File: src/rtl/pci_hb_pkg.sv
package pci_hb_pkg;

  typedef enum logic [2:0] {
    TGT_NONE    = 3'd0,
    TGT_IO      = 3'd1,
    TGT_MEM     = 3'd2,
    TGT_CFG     = 3'd3,
    TGT_CFG_IDX = 3'd4,
    TGT_CFG_DAT = 3'd5,
    TGT_IACK    = 3'd6,
    TGT_ROM     = 3'd7
  } tgt_e;

  localparam int unsigned ADDR_W    = 32;
  localparam int unsigned DATA_W    = 32;
  localparam int unsigned VEC_W     = 8;

  localparam logic [31:0] IO_BASE   = 32'h8000_0000;
  localparam logic [31:0] IO_SPAN   = 32'h3F80_0000;
  localparam logic [31:0] CFG_BASE  = 32'h8080_0000;
  localparam logic [31:0] CFG_SPAN  = 32'h0040_0000;
  localparam logic [31:0] MEM_BASE  = 32'hC000_0000;
  localparam logic [31:0] MEM_SPAN  = 32'h3F00_0000;
  localparam logic [31:0] IACK_ADDR = 32'hBFFF_FFF0;
  localparam logic [31:0] ROM_BASE  = 32'hFFF0_0000;

  localparam int unsigned IO_OFF_W  = $clog2(IO_SPAN);
  localparam int unsigned CFG_OFF_W = $clog2(CFG_SPAN);
  localparam int unsigned ROM_OFF_W = $clog2(32'hFFFF_FFFF - ROM_BASE);

  localparam logic [15:0] CFG_IDX_PORT = 16'h0CF8;
  localparam logic [15:0] CFG_DAT_PORT = 16'h0CFC;

  typedef struct packed {
    tgt_e              tgt;
    logic [ADDR_W-1:0] addr;
    logic [DATA_W-1:0] rdata;
    logic              iack;
  } xlate_t;

endpackage

File: src/rtl/pci_hb_cfg_enc.sv
module pci_hb_cfg_enc #(
  parameter int unsigned SEL_W = 11,
  parameter int unsigned LOW_W = 11,
  localparam int unsigned IDX_W = $clog2(SEL_W + 1),
  localparam int unsigned OUT_W = IDX_W + LOW_W
) (
  input  logic [SEL_W+LOW_W-1:0] off_i,
  output logic [OUT_W-1:0]       cfg_addr_o
);

  logic [IDX_W-1:0] idx;

  // lowest set select bit wins; none set yields SEL_W
  always_comb begin
    idx = IDX_W'(SEL_W);
    for (int i = SEL_W - 1; i >= 0; i--) begin
      if (off_i[LOW_W+i]) idx = IDX_W'(i);
    end
  end

  assign cfg_addr_o = {idx, off_i[LOW_W-1:0]};

endmodule

File: src/rtl/pci_hb_io_fold.sv
module pci_hb_io_fold #(
  parameter int unsigned OFF_W    = 30,
  parameter int unsigned NC_W     = 23,
  parameter int unsigned LO_W     = 5,
  parameter int unsigned HI_LSB   = 12,
  parameter int unsigned CONTIG_W = 16,
  localparam int unsigned HI_MSB  = NC_W - 1,
  localparam int unsigned FOLD_W  = HI_MSB - HI_LSB + 1 + LO_W
) (
  input  logic [OFF_W-1:0] off_i,
  input  logic             nc_mode_i,
  output logic [OFF_W-1:0] io_addr_o
);

  logic             in_low;
  logic [FOLD_W-1:0] folded;

  assign in_low = (off_i[OFF_W-1:NC_W] == '0);
  assign folded = {off_i[HI_MSB:HI_LSB], off_i[LO_W-1:0]};

  always_comb begin
    if (!in_low)        io_addr_o = off_i;
    else if (nc_mode_i) io_addr_o = OFF_W'(folded);
    else                io_addr_o = OFF_W'(off_i[CONTIG_W-1:0]);
  end

endmodule

File: src/rtl/pci_hb_win_dec.sv
module pci_hb_win_dec
  import pci_hb_pkg::*;
(
  input  logic [ADDR_W-1:0] addr_i,
  input  logic [1:0]        size_i,
  input  logic              we_i,
  input  logic              nc_mode_i,
  input  logic [VEC_W-1:0]  vec_i,
  output xlate_t            res_o
);

  localparam int unsigned CFG_SEL_W = CFG_OFF_W - 11;
  localparam int unsigned CFG_OUT_W = $clog2(CFG_SEL_W + 1) + 11;

  logic [IO_OFF_W-1:0]  io_off, io_addr;
  logic [CFG_OFF_W-1:0] cfg_off;
  logic [CFG_OUT_W-1:0] cfg_addr;
  logic [ROM_OFF_W-1:0] rom_off;
  logic size_ok, hit_iack, hit_rom, hit_mem, hit_cfg, hit_io;
  logic port_idx, port_dat;

  assign io_off  = IO_OFF_W'(addr_i - IO_BASE);
  assign cfg_off = CFG_OFF_W'(addr_i - CFG_BASE);
  assign rom_off = ROM_OFF_W'(addr_i - ROM_BASE);

  pci_hb_cfg_enc #(
    .SEL_W(CFG_SEL_W),
    .LOW_W(11)
  ) u_cfg_enc (
    .off_i     (cfg_off),
    .cfg_addr_o(cfg_addr)
  );

  pci_hb_io_fold #(
    .OFF_W   (IO_OFF_W),
    .NC_W    (23),
    .LO_W    (5),
    .HI_LSB  (12),
    .CONTIG_W(16)
  ) u_io_fold (
    .off_i    (io_off),
    .nc_mode_i(nc_mode_i),
    .io_addr_o(io_addr)
  );

  assign size_ok  = (size_i != 2'd3);
  assign hit_iack = (addr_i == IACK_ADDR);
  assign hit_rom  = (addr_i >= ROM_BASE);
  assign hit_mem  = (addr_i >= MEM_BASE) && (addr_i < MEM_BASE + MEM_SPAN);
  assign hit_cfg  = (addr_i >= CFG_BASE) && (addr_i < CFG_BASE + CFG_SPAN);
  assign hit_io   = (addr_i >= IO_BASE)  && (addr_i < IO_BASE + IO_SPAN);
  assign port_idx = (io_addr[IO_OFF_W-1:2] == (IO_OFF_W-2)'(CFG_IDX_PORT >> 2));
  assign port_dat = (io_addr[IO_OFF_W-1:2] == (IO_OFF_W-2)'(CFG_DAT_PORT >> 2));

  // priority: size check, iack byte, rom, memory, cfg window, io
  always_comb begin
    res_o       = '0;
    res_o.tgt   = TGT_NONE;
    if (!size_ok) begin
      res_o.tgt = TGT_NONE;
    end else if (hit_iack) begin
      if (size_i == 2'd0) begin
        res_o.tgt   = TGT_IACK;
        res_o.iack  = !we_i;
        res_o.rdata = we_i ? '0 : DATA_W'(vec_i);
      end
    end else if (hit_rom) begin
      res_o.tgt  = TGT_ROM;
      res_o.addr = ADDR_W'(rom_off);
    end else if (hit_mem) begin
      res_o.tgt  = TGT_MEM;
      res_o.addr = addr_i - MEM_BASE;
    end else if (hit_cfg) begin
      res_o.tgt  = TGT_CFG;
      res_o.addr = ADDR_W'(cfg_addr);
    end else if (hit_io) begin
      res_o.addr = ADDR_W'(io_addr);
      if (port_idx)      res_o.tgt = TGT_CFG_IDX;
      else if (port_dat) res_o.tgt = TGT_CFG_DAT;
      else               res_o.tgt = TGT_IO;
    end
    if (res_o.tgt == TGT_NONE && !we_i) res_o.rdata = '1;
  end

endmodule

File: src/rtl/pci_hb_xlate.sv
module pci_hb_xlate
  import pci_hb_pkg::*;
(
  input  logic        clk_i,
  input  logic        rst_ni,
  input  logic        req_valid_i,
  input  logic [31:0] req_addr_i,
  input  logic [1:0]  req_size_i,
  input  logic        req_we_i,
  input  logic        io_mode_i,
  input  logic [7:0]  iack_vec_i,
  output logic        rsp_valid_o,
  output logic [2:0]  rsp_tgt_o,
  output logic [31:0] rsp_addr_o,
  output logic [31:0] rsp_rdata_o,
  output logic        iack_req_o
);

  xlate_t dec, rsp_q;
  logic   valid_q;

  pci_hb_win_dec u_dec (
    .addr_i   (req_addr_i),
    .size_i   (req_size_i),
    .we_i     (req_we_i),
    .nc_mode_i(io_mode_i),
    .vec_i    (iack_vec_i),
    .res_o    (dec)
  );

  always_ff @(posedge clk_i or negedge rst_ni) begin
    if (!rst_ni) begin
      valid_q <= 1'b0;
      rsp_q   <= '0;
    end else begin
      valid_q <= req_valid_i;
      rsp_q   <= req_valid_i ? dec : '0;
    end
  end

  assign rsp_valid_o = valid_q;
  assign rsp_tgt_o   = rsp_q.tgt;
  assign rsp_addr_o  = rsp_q.addr;
  assign rsp_rdata_o = rsp_q.rdata;
  assign iack_req_o  = rsp_q.iack;

  a_r2_valid_follows: assert property (@(posedge clk_i) disable iff (!rst_ni)
    req_valid_i |=> rsp_valid_o);
  a_r2_idle_clear: assert property (@(posedge clk_i) disable iff (!rst_ni)
    !req_valid_i |=> (!rsp_valid_o && rsp_tgt_o == 3'd0 && !iack_req_o));
  a_r3_dense_io_16b: assert property (@(posedge clk_i) disable iff (!rst_ni)
    (req_valid_i && !io_mode_i && req_addr_i >= 32'h8000_0000 && req_addr_i < 32'h8080_0000)
      |=> (rsp_addr_o[31:16] == 16'h0));
  a_r6_cfg_devnum: assert property (@(posedge clk_i) disable iff (!rst_ni)
    (rsp_valid_o && rsp_tgt_o == 3'd3) |-> (rsp_addr_o[31:15] == '0 && rsp_addr_o[14:11] <= 4'd11));
  a_r9_rom_range: assert property (@(posedge clk_i) disable iff (!rst_ni)
    (rsp_valid_o && rsp_tgt_o == 3'd7) |-> (rsp_addr_o[31:20] == '0));
  a_r10_iack_read_only: assert property (@(posedge clk_i) disable iff (!rst_ni)
    iack_req_o |-> (rsp_valid_o && rsp_tgt_o == 3'd6 && !$past(req_we_i)));
  a_r11_unmapped_zero: assert property (@(posedge clk_i) disable iff (!rst_ni)
    (rsp_valid_o && rsp_tgt_o == 3'd0) |-> (rsp_addr_o == '0 && !iack_req_o));

endmodule

File: config.mk
export PLATFORM = sky130hd
export DESIGN_NAME = pci_hb_xlate
export DESIGN_NICKNAME = d
export VERILOG_FILES = /design/src/rtl/pci_hb_pkg.sv /design/src/rtl/pci_hb_cfg_enc.sv /design/src/rtl/pci_hb_io_fold.sv /design/src/rtl/pci_hb_win_dec.sv /design/src/rtl/pci_hb_xlate.sv
export SDC_FILE = /design/constraint.sdc
export NUM_CORES = 1
export LEC_CHECK = 0
export ABC_CLOCK_PERIOD_IN_PS = 900
export BUFFER_PORTS_ARGS = -buffer_cell sky130_fd_sc_hd__buf_2
export CAP_MARGIN = 40
export CORE_UTILIZATION = 45
export DETAILED_ROUTE_END_ITERATION = 12
export PLACE_DENSITY_LB_ADDON = 0.08
export SLEW_MARGIN = 0
export SYNTH_ARGS = -nofsm -noshare
export SYNTH_HDL_FRONTEND = slang
export SYNTH_HIERARCHICAL = 1
export SYNTH_SLANG_ARGS = --single-unit
File: constraint.sdc
create_clock -name clk_i -period 0.9 [get_ports clk_i]
set_input_delay 0.18 -clock clk_i [delete_from_list [all_inputs] [get_ports clk_i]]
set_output_delay 0.18 -clock clk_i [all_outputs]
set_load 0.02 [all_outputs]
==> results.ini <==
[sta]
whs_ps=153
rsz0062_at_grt=yes
worstMarginPinSlew_ps=396
finalSetupViolCount=137
fin_crit_ps=3190
finalCritPeriodShare_pct=355
hold_viol=0
slew_headroom_pct=73.4
fin_ws_ps=-2290
maxSlewViolCount=0
max_freq_mhz=313

[yosys]
yosysMostFrequentCell=dfrtp_1
synthMuxAreaShare_pct=4.34
syn_nets=449
yosysSeqAreaShare_pct=43.4
syn_area_sq_um=3980
synth_edf_count=0
yosys.area.top_type=dfrtp_1
postSynthCellCount=400
synth-seq-cells=69
synth_fa_ha_area_share_pct=0.629
yosys.area_share.simple_pct=27.3
synth_compound_area_share_pct=13.2
synth.area.top_cells=dfrtp_1 43%, and2_1 8.6%, buf_4 7.4%
ys_types=51
ys.flop_type=dfrtp_1
yosysWarnings=6
netlist.area_leader.share_pct=43.4
synth_xor_area_share_pct=0
syn_area_per_cell_sq_um=9.95
synth_common_cells=69 x dfrtp_1, 55 x and2_1, 39 x buf_4, 30 x a22oi_1
synth_top_family_by_area=simple AND/OR/NAND/NOR gates
async_flop_share_pct=100

[placement]
placed_area_sq_um=4960
routabilityCongestion=0.912
port_buffers=115
dp_hpwl_microns=6960
dp.cells=629

[floorplanning]
row_count=33
dieWidth_microns=96.0
die_h_microns=96.0
fp.coreArea_sq_um=8380
start_util_pct=47.5
die_area_sq_um=9220
ioPinCount=116

[global_routing]
grt_pass1_wl_microns=17100
grt-ovfl-total=0
antenna_found_initial=0
grt_max_degree=70
grt_usage_pct=24.4
grt_pass1_vias=3478

[cts]
cts_buffers=9
clk_pin_slew_ps=70
cts_sinks=69
cts_buffer_depth=2
h-tree-depth=3
root_buffer=clkbuf_8
cts_tree=done

[hold_path]
min_from=iack_vec_i[4]
hold_path_end=rsp_rdata_o[4]$_DFF_PN0_
holdPathStages=3
min_path_type=input pin to register

[power]
cellPowerDensity_nw_per_um2=1230
p_leak_nw=3.10
peakVddDrop_mv=0.673

[setup_path]
start_kind=input pin
required_ps=1170
path_class=input pin to register
cpMaxStageDelayCell=or4_4
crit_path_end_kind=register
cp.arrival_ps=3470
path_cells=buf_2 > or4_4 > nand4bb_4 > buf_12 > mux2_4 > nor4_2 > nand3_1 > nor4bb_1 > or3_1 > a31oi_2 > nor4_4 > buf_4 > clkbuf_16 > and2_1
max_stage_delay_ps=530
crit_fanout=11

[final_layout]
diodes=0
drive_gt1_share_pct=59.5
fin_cells=670
syn_to_final_growth_pct=59.5
design_area_sq_um=6350
fillCellCount=570
fin_nets=610

[detailed_routing]
drc=0
num_vias=3540
post_drt_wl_per_cell_microns=16.5
drt-total-wl_microns=11000
route.antenna.remaining_nets=0
vias_per_cell=5.28
first_pass_iters=5
drtIter0Drc=157

[outcome]
status=complete, but fails checks
violations=setup timing

[flow_run]
maxCapViolations=0

routing by layer:
layer  vias to the layer above  wire, microns  GRT usage, %
li1                       1669              -             -
met1                      1736           4490          29.6
met2                       123           5730          43.0
met3                        12            643          5.29
met4                         0            162          7.71
met5                         -              0             0
worst max-delay path, delay by kind of cell:
kind	cells	cell delay, ps
and+or+nand+nor	8	2240
buffers and inverters	4	600
muxes	1	310
AOI/OAI and AO/OA	1	130
what timing repair did:
action	in CTS	in global routing
setup endpoints to repair	137	137
setup buffers	17	7
pin swaps	53	57
gates cloned	6	0
resized for setup	214	54
hold buffers	1	0
hold endpoints to repair	69	0
flip-flops by register name (all words and copies together) (netlist names):
| name | cells |
|---|---|
| rsp_tgt_o | 3 |
| iack_req_o | 1 |
| rsp_addr_o | 32 |
| rsp_valid_o | 1 |
| rsp_rdata_o | 32 |
logic make-up after synthesis:
group | after synthesis
mux | 12
simple gates | 179
flops | 69
fa+ha+maj | 2
compound gates | 70
buf+inv | 68
worst max path at each step:
stage	start	to	slack (ps)	cells after the start
floorplan	req_addr_i[28]	rsp_rdata_o[10]$_DFF_PN0_	-2660	12
CTS	req_addr_i[28]	rsp_rdata_o[12]$_DFF_PN0_	-2070	13
finish	req_addr_i[28]	rsp_rdata_o[20]$_DFF_PN0_	-2290	14
global placement	req_addr_i[28]	rsp_rdata_o[1]$_DFF_PN0_	-2420	13
detailed placement	req_addr_i[28]	rsp_rdata_o[7]$_DFF_PN0_	-2560	13
global route	req_addr_i[28]	rsp_rdata_o[22]$_DFF_PN0_	-2400	14
power breakdown:
group	switching (W)	total, W	internal [W]
clock network	0.00114	0.00240	0.00126
logic	0.00102	0.00210	0.00108
registers	0.0000701	0.00332	0.00325
total	0.00223	0.00782	0.00559
cell type report:
cell class / instances / area [sq um] / area share, %
clock inverter: 6 / 65.1 / 1.02
multi-input combinational: 263 / 2220 / 34.9
timing repair buffer: 214 / 2070 / 32.6
clock buffer: 9 / 124 / 1.95
tap: 105 / 131 / 2.07
inverter: 4 / 15.0 / 0.236
sequential: 69 / 1730 / 27.2
layout by cell type (no fill, tap or decap), drive strengths merged, types with 7 or more instances in the layout:
cell type,Yosys,layout
a21o,8,8
clkbuf,19,10
nand2,29,29
and2,77,77
a21oi,16,16
dfrtp,69,69
mux2,12,12
buf,44,212
nor2,29,29
nand4,7,7
nor4,10,10
a22oi,30,30
stage by stage:
stage	setup WS (ps)	utilization (%)	TNS, ps	power, W
6_report	-2290	75.8	-118220	0.00782
5_1_grt	-2400	75.8	-126200	0.00822
4_1_cts	-2070	73.2	-106470	0.00779
3_5_place_dp	-2560	59.1	-128420	0.00486
3_3_place_gp	-2420	59.1	-123270	0.00483
2_1_floorplan	-2660	-	-117930	0.00426
No activity file was read; power rests on OpenSTA's default activity.
